**src/rtl/sprite_eval_pkg.sv**
```systemverilog
package sprite_eval_pkg;

  typedef struct packed {
    logic clearList;
    logic latchRow;
    logic latchX;
    logic storeRec;
    logic setOverflow;
  } evalStrobes_t;

  typedef enum logic [2:0] {
    ST_IDLE,
    ST_FETCH_Y,
    ST_TEST_Y,
    ST_GET_X,
    ST_GET_P
  } evalState_t;

endpackage

```
**src/rtl/sprite_eval_ctrl.sv**
```systemverilog
module sprite_eval_ctrl
  import sprite_eval_pkg::*;
#(
  parameter int NUM_SPRITES = 64,
  parameter int IDX_W = $clog2(NUM_SPRITES),
  parameter int ADDR_W = IDX_W + 2
) (
  input  logic              clk,
  input  logic              rstN,
  input  logic              lineStart,
  input  logic              yHit,
  input  logic              yTerm,
  input  logic              listFull,
  output evalStrobes_t      strobe,
  output logic [IDX_W-1:0]  curIdx,
  output logic [ADDR_W-1:0] tblAddr,
  output logic              evalDone
);

  evalState_t state, nextState;
  logic [IDX_W-1:0] idx;
  logic advance, finish, lastIdx;

  assign lastIdx = (idx == IDX_W'(NUM_SPRITES - 1));
  assign curIdx  = idx;

  // Address shown in a state is read back in the following state.
  always_comb begin
    case (state)
      ST_TEST_Y: tblAddr = {1'b1, idx, 1'b0};
      ST_GET_X:  tblAddr = {1'b1, idx, 1'b1};
      default:   tblAddr = {2'b00, idx};
    endcase
  end

  always_comb begin
    strobe    = '0;
    nextState = state;
    advance   = 1'b0;
    finish    = 1'b0;
    case (state)
      ST_IDLE: begin
        if (lineStart) begin
          strobe.clearList = 1'b1;
          nextState = ST_FETCH_Y;
        end
      end
      ST_FETCH_Y: nextState = ST_TEST_Y;
      ST_TEST_Y: begin
        if (yTerm) begin
          finish = 1'b1;
        end else if (yHit) begin
          if (listFull) begin
            strobe.setOverflow = 1'b1;
            finish = 1'b1;
          end else begin
            strobe.latchRow = 1'b1;
            nextState = ST_GET_X;
          end
        end else if (lastIdx) begin
          finish = 1'b1;
        end else begin
          advance = 1'b1;
          nextState = ST_FETCH_Y;
        end
      end
      ST_GET_X: begin
        strobe.latchX = 1'b1;
        nextState = ST_GET_P;
      end
      ST_GET_P: begin
        strobe.storeRec = 1'b1;
        if (lastIdx) begin
          finish = 1'b1;
        end else begin
          advance = 1'b1;
          nextState = ST_FETCH_Y;
        end
      end
      default: nextState = ST_IDLE;
    endcase
    if (finish) nextState = ST_IDLE;
  end

  always_ff @(posedge clk) begin
    if (!rstN) begin
      state    <= ST_IDLE;
      idx      <= '0;
      evalDone <= 1'b0;
    end else begin
      state    <= nextState;
      evalDone <= finish;
      if (strobe.clearList) idx <= '0;
      else if (advance)     idx <= idx + IDX_W'(1);
    end
  end

endmodule

```
**src/rtl/sprite_eval_dp.sv**
```systemverilog
module sprite_eval_dp
  import sprite_eval_pkg::*;
#(
  parameter int NUM_SLOTS = 8,
  parameter int IDX_W = 6,
  parameter int CNT_W = $clog2(NUM_SLOTS + 1),
  parameter logic [7:0] TERM_Y = 8'hD0
) (
  input  logic                     clk,
  input  logic                     rstN,
  input  evalStrobes_t             strobe,
  input  logic [7:0]               lineNum,
  input  logic                     tallMode,
  input  logic                     earlyClock,
  input  logic [7:0]               tblData,
  input  logic [IDX_W-1:0]         curIdx,
  input  logic                     statusAck,
  output logic                     yHit,
  output logic                     yTerm,
  output logic                     listFull,
  output logic [CNT_W-1:0]         spriteCount,
  output logic [NUM_SLOTS*9-1:0]   slotX,
  output logic [NUM_SLOTS*13-1:0]  slotRowAddr,
  output logic [NUM_SLOTS*IDX_W-1:0] slotIndex,
  output logic                     statusOverflow
);

  logic [7:0] lineReg, xReg, diff, heightLim, patEff;
  logic [3:0] rowReg;
  logic tallReg, earlyReg;
  logic [8:0] xShifted;
  logic [12:0] rowAddr;

  assign diff      = lineReg - tblData - 8'd1;
  assign heightLim = tallReg ? 8'd16 : 8'd8;
  assign yTerm     = (tblData == TERM_Y);
  assign yHit      = !yTerm && (diff < heightLim);
  assign listFull  = (spriteCount == CNT_W'(NUM_SLOTS));

  assign xShifted = earlyReg ? ({1'b0, xReg} - 9'd8) : {1'b0, xReg};
  assign patEff   = tallReg ? {tblData[7:1], rowReg[3]} : tblData;
  assign rowAddr  = {patEff, rowReg[2:0], 2'b00};

  always_ff @(posedge clk) begin
    if (!rstN) begin
      lineReg <= '0; tallReg <= 1'b0; earlyReg <= 1'b0;
      rowReg <= '0; xReg <= '0; spriteCount <= '0;
      statusOverflow <= 1'b0;
    end else begin
      if (strobe.clearList) begin
        lineReg  <= lineNum;
        tallReg  <= tallMode;
        earlyReg <= earlyClock;
        spriteCount <= '0;
      end else if (strobe.storeRec) begin
        spriteCount <= spriteCount + CNT_W'(1);
      end
      if (strobe.latchRow) rowReg <= diff[3:0];
      if (strobe.latchX)   xReg   <= tblData;
      if (strobe.setOverflow) statusOverflow <= 1'b1;
      else if (statusAck)     statusOverflow <= 1'b0;
    end
  end

  for (genvar s = 0; s < NUM_SLOTS; s++) begin : g_slot
    always_ff @(posedge clk) begin
      if (!rstN) begin
        slotX[s*9 +: 9]             <= '0;
        slotRowAddr[s*13 +: 13]     <= '0;
        slotIndex[s*IDX_W +: IDX_W] <= '0;
      end else if (strobe.storeRec && spriteCount == CNT_W'(s)) begin
        slotX[s*9 +: 9]             <= xShifted;
        slotRowAddr[s*13 +: 13]     <= rowAddr;
        slotIndex[s*IDX_W +: IDX_W] <= curIdx;
      end
    end
  end

endmodule

```
**src/rtl/sprite_line_mixer.sv**
```systemverilog
module sprite_line_mixer #(
  parameter int NUM_SLOTS = 8,
  parameter int CNT_W = $clog2(NUM_SLOTS + 1)
) (
  input  logic                   clk,
  input  logic                   rstN,
  input  logic                   pixValid,
  input  logic [NUM_SLOTS*4-1:0] slotColor,
  input  logic [CNT_W-1:0]       spriteCount,
  input  logic [4:0]             bgPixel,
  input  logic                   bgPriority,
  input  logic                   statusAck,
  output logic [4:0]             pixOut,
  output logic                   pixSprite,
  output logic                   statusCollision
);

  logic [NUM_SLOTS-1:0] opaque;
  logic [3:0] winColor;
  logic hidden, multiHit;

  for (genvar s = 0; s < NUM_SLOTS; s++) begin : g_opq
    assign opaque[s] = (CNT_W'(s) < spriteCount) && (slotColor[s*4 +: 4] != 4'd0);
  end

  always_comb begin
    winColor = 4'd0;
    for (int s = NUM_SLOTS - 1; s >= 0; s--) begin
      if (opaque[s]) winColor = slotColor[s*4 +: 4];
    end
  end

  assign hidden    = bgPriority && (bgPixel[3:0] != 4'd0);
  assign pixSprite = (|opaque) && !hidden;
  assign pixOut    = pixSprite ? {1'b1, winColor} : bgPixel;
  assign multiHit  = pixValid && ($countones(opaque) >= 2);

  always_ff @(posedge clk) begin
    if (!rstN)          statusCollision <= 1'b0;
    else if (multiHit)  statusCollision <= 1'b1;
    else if (statusAck) statusCollision <= 1'b0;
  end

endmodule

```
**src/rtl/sprite_evaluator.sv**
```systemverilog
module sprite_evaluator
  import sprite_eval_pkg::*;
#(
  parameter int NUM_SPRITES = 64,
  parameter int NUM_SLOTS = 8,
  parameter logic [7:0] TERM_Y = 8'hD0,
  localparam int IDX_W = $clog2(NUM_SPRITES),
  localparam int ADDR_W = IDX_W + 2,
  localparam int CNT_W = $clog2(NUM_SLOTS + 1)
) (
  input  logic                       clk,
  input  logic                       rstN,
  input  logic                       lineStart,
  input  logic [7:0]                 lineNum,
  input  logic                       tallMode,
  input  logic                       earlyClock,
  output logic [ADDR_W-1:0]          tblAddr,
  input  logic [7:0]                 tblData,
  output logic                       evalDone,
  output logic [CNT_W-1:0]           spriteCount,
  output logic [NUM_SLOTS*9-1:0]     slotX,
  output logic [NUM_SLOTS*13-1:0]    slotRowAddr,
  output logic [NUM_SLOTS*IDX_W-1:0] slotIndex,
  output logic                       statusOverflow,
  input  logic                       statusAck,
  input  logic                       pixValid,
  input  logic [NUM_SLOTS*4-1:0]     slotColor,
  input  logic [4:0]                 bgPixel,
  input  logic                       bgPriority,
  output logic [4:0]                 pixOut,
  output logic                       pixSprite,
  output logic                       statusCollision
);

  evalStrobes_t strobe;
  logic [IDX_W-1:0] curIdx;
  logic yHit, yTerm, listFull;

  sprite_eval_ctrl #(.NUM_SPRITES(NUM_SPRITES), .IDX_W(IDX_W), .ADDR_W(ADDR_W)) u_ctrl (
    .clk, .rstN, .lineStart, .yHit, .yTerm, .listFull,
    .strobe, .curIdx, .tblAddr, .evalDone
  );

  sprite_eval_dp #(.NUM_SLOTS(NUM_SLOTS), .IDX_W(IDX_W), .CNT_W(CNT_W), .TERM_Y(TERM_Y)) u_dp (
    .clk, .rstN, .strobe, .lineNum, .tallMode, .earlyClock, .tblData, .curIdx,
    .statusAck, .yHit, .yTerm, .listFull, .spriteCount, .slotX, .slotRowAddr,
    .slotIndex, .statusOverflow
  );

  sprite_line_mixer #(.NUM_SLOTS(NUM_SLOTS), .CNT_W(CNT_W)) u_mix (
    .clk, .rstN, .pixValid, .slotColor, .spriteCount, .bgPixel, .bgPriority,
    .statusAck, .pixOut, .pixSprite, .statusCollision
  );

endmodule

```
**config.mk**
```make
export PLATFORM = sky130hd
export DESIGN_NAME = sprite_evaluator
export DESIGN_NICKNAME = d
export VERILOG_FILES = /design/src/rtl/sprite_eval_pkg.sv /design/src/rtl/sprite_eval_ctrl.sv /design/src/rtl/sprite_eval_dp.sv /design/src/rtl/sprite_line_mixer.sv /design/src/rtl/sprite_evaluator.sv
export SDC_FILE = /design/constraint.sdc
export NUM_CORES = 1
export LEC_CHECK = 0
export ABC_CLOCK_PERIOD_IN_PS = 3950
export BUFFER_PORTS_ARGS = -buffer_cell sky130_fd_sc_hd__buf_2
export CAP_MARGIN = 10
export CORE_ASPECT_RATIO = 0.9
export CORE_UTILIZATION = 40
export CTS_BUF_LIST = sky130_fd_sc_hd__clkbuf_4 sky130_fd_sc_hd__clkbuf_8
export DETAILED_ROUTE_END_ITERATION = 10
export MAX_ROUTING_LAYER = met4
export PLACE_DENSITY_LB_ADDON = 0.3
export SKIP_LAST_GASP = 1
export SLEW_MARGIN = 5
export SYNTH_ARGS = -nofsm -noshare
export SYNTH_HDL_FRONTEND = slang
export SYNTH_SLANG_ARGS = --single-unit
```
**constraint.sdc**
```tcl
create_clock -name clk -period 3.95 [get_ports clk]
set_clock_uncertainty 0.2 [all_clocks]
set_input_delay 0.1975 -clock clk [delete_from_list [all_inputs] [get_ports clk]]
set_output_delay 0.1975 -clock clk [all_outputs]
set_load 0.02 [all_outputs]
```
==> Word-level counts from Yosys, hierarchy flattened <==
Index checks and enable logic that the tools add are counted.
{ "classes": {"n_addsub": 12, "eq_ne": 17, "muxes": 42, "magnitude_cmp": 10, "n_bitwise": 1, "n_reduce_logical": 39} }
{ "op_table": {"columns": ["operator", "n"], "rows": [
  ["32-bit adder", 3],
  ["4-bit nonzero test", 9],
  ["32-bit by 3-bit greater-or-equal comparator with 1-bit output (second input constant)", 1],
  ["4-bit two-way mux", 8],
  ["1-bit two-way mux", 22],
  ["1-bit logical AND", 20],
  ["4-bit by 3-bit == test with 1-bit output (second input constant)", 4],
  ["3-bit by 4-bit less-than comparator with 1-bit output (first input constant)", 4],
  ["8-bit one-hot mux with 2 select lines", 1],
  ["3-bit two-way mux", 5],
  ["3-bit one-hot mux with 5 select lines", 1],
  ["5-bit two-way mux", 2],
  ["9-bit two-way mux", 1],
  ["8-bit by 4-bit subtractor with 9-bit output (second input constant)", 1],
  ["1-bit by 1-bit adder with 2-bit output", 4],
  ["4-bit by 2-bit == test with 1-bit output (second input constant)", 2],
  ["8-bit == test (second input constant)", 1],
  ["1-bit by 4-bit less-than comparator with 1-bit output (first input constant)", 2],
  ["2-bit by 4-bit less-than comparator with 1-bit output (first input constant)", 2],
  ["8-bit less-than comparator", 1],
  ["8-bit OR reduction", 1],
  ["8-bit by 1-bit subtractor with 8-bit output (second input constant)", 1],
  ["8-bit subtractor", 1],
  ["6-bit by 1-bit adder with 6-bit output (second input constant)", 1],
  ["17 further kinds", 23]
]} }
{ "word_totals": {"wordCells": 156, "reg_bits": 246, "out_inout_bits": 245, "input_bits": 61} }

==> Logic depth before layout (Yosys ltp) <==
{ "depth": {"ltp_word": 11, "mapped_depth": 16, "mapped_depth_nobuf": 16} }

==> Hierarchy <==
A second synthesis with hierarchy kept.
{ "unflattened": {"hier_cells": 1312, "hier_area_um2": 11277.1} }
{ "modules_own_cells": {"columns": ["module", "area_each_um2", "seq_area_each_um2", "cells_each", "n_inst"], "rows": [
  ["sprite_eval_dp", 9614.2, 4704.5, 1083, 1],
  ["sprite_line_mixer", 989.7, 20.0, 138, 1],
  ["sprite_eval_ctrl", 673.1, 200.2, 91, 1]
]} }

==> Worst setup path after synthesis <==
No wires, ideal clock.
{ "synth_path": {"path_kind": "flip-flop to flip-flop", "start": "register u_dp.spriteCount[0]", "end": "register u_mix.statusCollision", "t_required_ns": 3.626, "synth_period_minus_slack_ns": 3.724, "path_buffers": 0, "path_stages_with_launch": 16, "setup_slack_ns": 0.226, "arrival_ns": 3.400, "path_cell_list": "dfxtp_1 inv_1 ha_1 inv_1 a21o_1 o41ai_2 inv_1 ha_1 fa_1 fa_1 ha_1 inv_1 fa_1 nand2_1 o21ai_0 a21boi_0"} }
{ "synth_via": {"elab_chain_len": 8} }
{ "synth_lines": {"columns": ["element", "line", "rtl"], "rows": [
  ["start: declaration", "sprite_eval_dp.sv:21", "output logic [CNT_W-1:0] spriteCount,"],
  ["start signal: assignment", "sprite_eval_dp.sv:56", "spriteCount <= spriteCount + CNT_W'(1);"],
  ["1-bit by 4-bit less-than comparator with 1-bit output, or another cell as far along", "sprite_line_mixer.sv:23", "assign opaque[s] = (CNT_W'(s) < spriteCount) && (slotColor[s*4 +: 4] != 4'd0);"],
  ["1-bit logical AND", "sprite_line_mixer.sv:23", null],
  ["1-bit by 1-bit adder with 2-bit output (implied by the code)", "sprite_line_mixer.sv:36", "assign multiHit = pixValid && ($countones(opaque) >= 2);"],
  ["32-bit adder (implied by the code)", "sprite_line_mixer.sv:36", null],
  ["32-bit adder (implied by the code) (*)", "sprite_line_mixer.sv:36", null],
  ["32-bit by 3-bit greater-or-equal comparator with 1-bit output (*)", "sprite_line_mixer.sv:36", null],
  ["1-bit logical AND (*)", "sprite_line_mixer.sv:36", null],
  ["1-bit two-way mux or 2-bit nonzero test (tied branches)", null, null],
  ["end signal: assignment", "sprite_line_mixer.sv:39", "if (!rstN) statusCollision <= 1'b0;"],
  ["end signal: assignment", "sprite_line_mixer.sv:40", "else if (multiHit) statusCollision <= 1'b1;"],
  ["end signal: assignment", "sprite_line_mixer.sv:41", "else if (statusAck) statusCollision <= 1'b0;"],
  ["end: declaration", "sprite_line_mixer.sv:15", "output logic statusCollision"]
]} }
Every way passes the cells marked *; elsewhere a longest branch is shown, timed or not.
A chain may end at the register's enable or synchronous reset.

==> Final worst setup path <==
{ "layout_path": {"start": "register u_dp.spriteCount[1]", "end": "register u_mix.statusCollision"} }
The elaborated chain is that of the path after synthesis.

==> results.md <==
* Outcome: complete, no violations
* Final WL at 34510 microns
* Hold wc startpoint: rstN
* Core region area at 26210 sq um
* Post-layout nets at 1681
* Crit path DAT at 3.97 ns
* Final Hold Vio Count at 0
* Root Driver: clkbuf_8
* Critical Path Source: u_dp.spriteCount[1]
* Final min period at 3.762 ns
* Placed insts at 1868
* Max Clk Rate at 265.8 MHz
* CP Cell Sequence: inv_1 > ha_2 > nand2_1 > o41ai_1 > buf_2 > inv_1 > ha_1 > fa_1 > fa_1 > ha_1 > inv_1 > fa_1 > nand2_1 > o21ai_0 > a21boi_0
* Synth Instances at 1301
* Cell accounting for the most synthesized area: dfxtp_1
* Startpoint Class: flip-flop
* Worst path required time at 4.16 ns
* Pwr/cell area at 387.1 nW/um^2
* Post-synth top area share at 45.81%
* RSZ-0062 raised after global routing: false
* CTS tree: done
* Finished Layout Cells at 1968
* Critical path's top delay family: adder cells
* Final TNS setup at 0 ns
* Post-CTS setup buffer count at 0
* ANT cells at 0
* Max-slew violation count at 0
* Reg2reg start: u_dp.spriteCount[1]
* Inserted Clock Buffers at 42
* Worst-path clk slew at 0.06 ns
* Critical path class: reg2reg
* Async S/R FF share, synth at 0%
* Share of post-route cells with drive strength above 1 at 25.37%
* First-pass GRT wire length at 52540 microns
* Detailed Place HPWL at 23420 microns
* Slowest CP cell: fa_1
* P_leak at 6.408 nW
* Slew @ Worst Pin at 1.106 ns
* # fillers at 2495
* Final setup viols at 0
* Initial antenna violation count at 0
* Largest net degree at the start of global routing at 127
* Latest clock arrival within the worst-skew pair at 0.53 ns
* Ys flop type: dfxtp_1
* Avg Inst Size Synth at 8.263 sq um
* Gr ovfl total at 0
* Crit. End Element: flip-flop
* Post-synth EDFFs at 0
* Initial core utilization at 41.02%
* Ranking of synthesized cells by area: dfxtp_1 46%, nand2_1 16%, a21boi_0 12%
* Post-Syn Area at 10750 sq um
* Yosys reg bits at 246
* Initial DRT Pass Iterations at 5
* CTS H-Tree Depth at 2
* 1st-iter DRT viols at 618
* DR vias/cell at 5.070
* Vias in the first global route at 9439
* DIE WIDTH at 174.8 microns
* Port Buffers at 289
* Area growth syn-to-layout at 26.69%
* DP Worst Slack at 0.008137 ns
* Via count at 9978
* Worst Hold Class: in2reg
* WP buf/inv at 4
* Max VDD drop at 0.0002872 V
* DIE AREA at 27540 sq um
* Max-Cap Viols at 0
* Register area share after synthesis at 45.81%
* I/O Pins at 306
* CP peak stage delay at 0.55 ns
* Yosys cell types at 67
* Row cnt at 56
* Buffer depth of the longest clock path at 3
* Total track usage at 25.15%
* CP Max Fanout at 6
* Die Y at 157.5 microns
* Routability cong. at 0.8703
* Antenna-violating nets left at 0
* Synthesis warning total at 0
* Slew margin rel. at 26.08%
* Post-route clock period utilization at 95.23%
* Wire per inst at 17.54 microns
* # DRC at 0
* Clock sinks at 246
* Final WS setup at 0.1882 ns
## power breakdown
group,internal (mW),leakage (nW),switching [mW]
Combinational,0.109,3.94,0.170
Sequential,2.49,1.98,0.0113
Clock,1.46,0.481,1.04
## per-stage QoR
step	power [mW]	utilization [%]	hold slack (ns)	cell area [sq um]
floorplan	2.725	-	0.1424	10810
global placement	2.809	47.45	0.2407	12430
detailed placement	2.810	47.45	0.2448	12430
CTS	5.318	51.90	0.01004	13600
global route	5.460	51.97	0.03554	13620
finish	5.273	51.97	0.04552	13620
## state kept, by name, indices dropped and copies added (netlist names)
signal                 flops
u_ctrl.evalDone            1
u_dp.spriteCount           4
u_dp.rowReg                4
u_dp.slotRowAddr          88
u_mix.statusCollision      1
u_dp.xReg                  8
u_dp.lineReg               8
u_dp.slotIndex            48
u_dp.statusOverflow        1
u_dp.slotX                72
u_dp.tallReg               1
u_dp.earlyReg              1
u_ctrl.state               3
u_ctrl.curIdx              6
## layer usage
metal	track usage (%)	vias up	share of wire (%)
met2	38.57	321	44
met3	6.039	68	7.7
li1	-	4866	-
met1	32.74	4723	46
met5	-	-	0
met4	7.495	0	2.3
## synthesized netlist by cell type, drive strengths merged (2+ instances only)
master	count
a311oi	2
nor3	8
dfxtp	246
xnor2	6
a21boi	179
a21o	9
o22ai	3
o21a	2
a21oi	10
and2	12
o31a	2
a2111oi	2
fa	5
a31oi	2
buf	25
a32oi	3
o21ai	31
o2111ai	2
nor2b	4
ha	24
nor4	5
o211a	41
inv	37
clkbuf	87
o41ai	6
or3	5
nor2	27
nand2b	6
nand2	447
xor2	7
and3	5
a221oi	3
nand4	2
mux2i	4
nand3	22
## repair_timing
item	4_1_cts	5_1_grt
setup endpoints to repair	0	1
resized for setup	0	3
hold buffers	26	0
endpoints found under the hold margin	78	0
## cell families after synthesis
group,share of synthesized area [%]
AO/OA/AOI/OAI,22.08
XOR/XNOR,1.059
adder cells (fa/ha/maj),3.724
buffers and inverters,5.889
flip-flops,45.81
multiplexers,0.3725
other,0.03488
AND/OR/NAND/NOR,21.03
## area by class of cell
type	instances	area, sq um	area share [%]
clock inverter	9	126.4	0.9279
sequential	246	4925	36.16
timing repair buffer	343	1921	14.10
clock buffer	64	780.7	5.733
inverter	38	142.6	1.047
tap	348	435.4	3.197
multi-input combinational	920	5289	38.83
## cells in the final DEF (no fill, tap or decap), types with 11 or more instances in the layout
cell / count
a21boi_0: 165
a21boi_1: 14
and2_1: 11
buf_2: 289
buf_4: 27
clkbuf_4: 16
clkbuf_8: 48
conb_1: 16
dfxtp_1: 246
dlygate4sd3_1: 26
ha_1: 23
inv_1: 35
nand2_1: 447
nand3_1: 20
nor2_1: 25
o211a_1: 41
o21ai_0: 27
## final timing paths
path                            cells past startpoint               endpoint  slack (ns)
worst max-delay path                               15  u_mix.statusCollision        0.19
worst min-delay path                                2     u_dp.slotIndex[18]        0.05
worst max register to register                     15  u_mix.statusCollision        0.19
worst min register to register                      2     u_dp.slotIndex[44]        0.25
No activity file was read; power rests on OpenSTA's default activity.
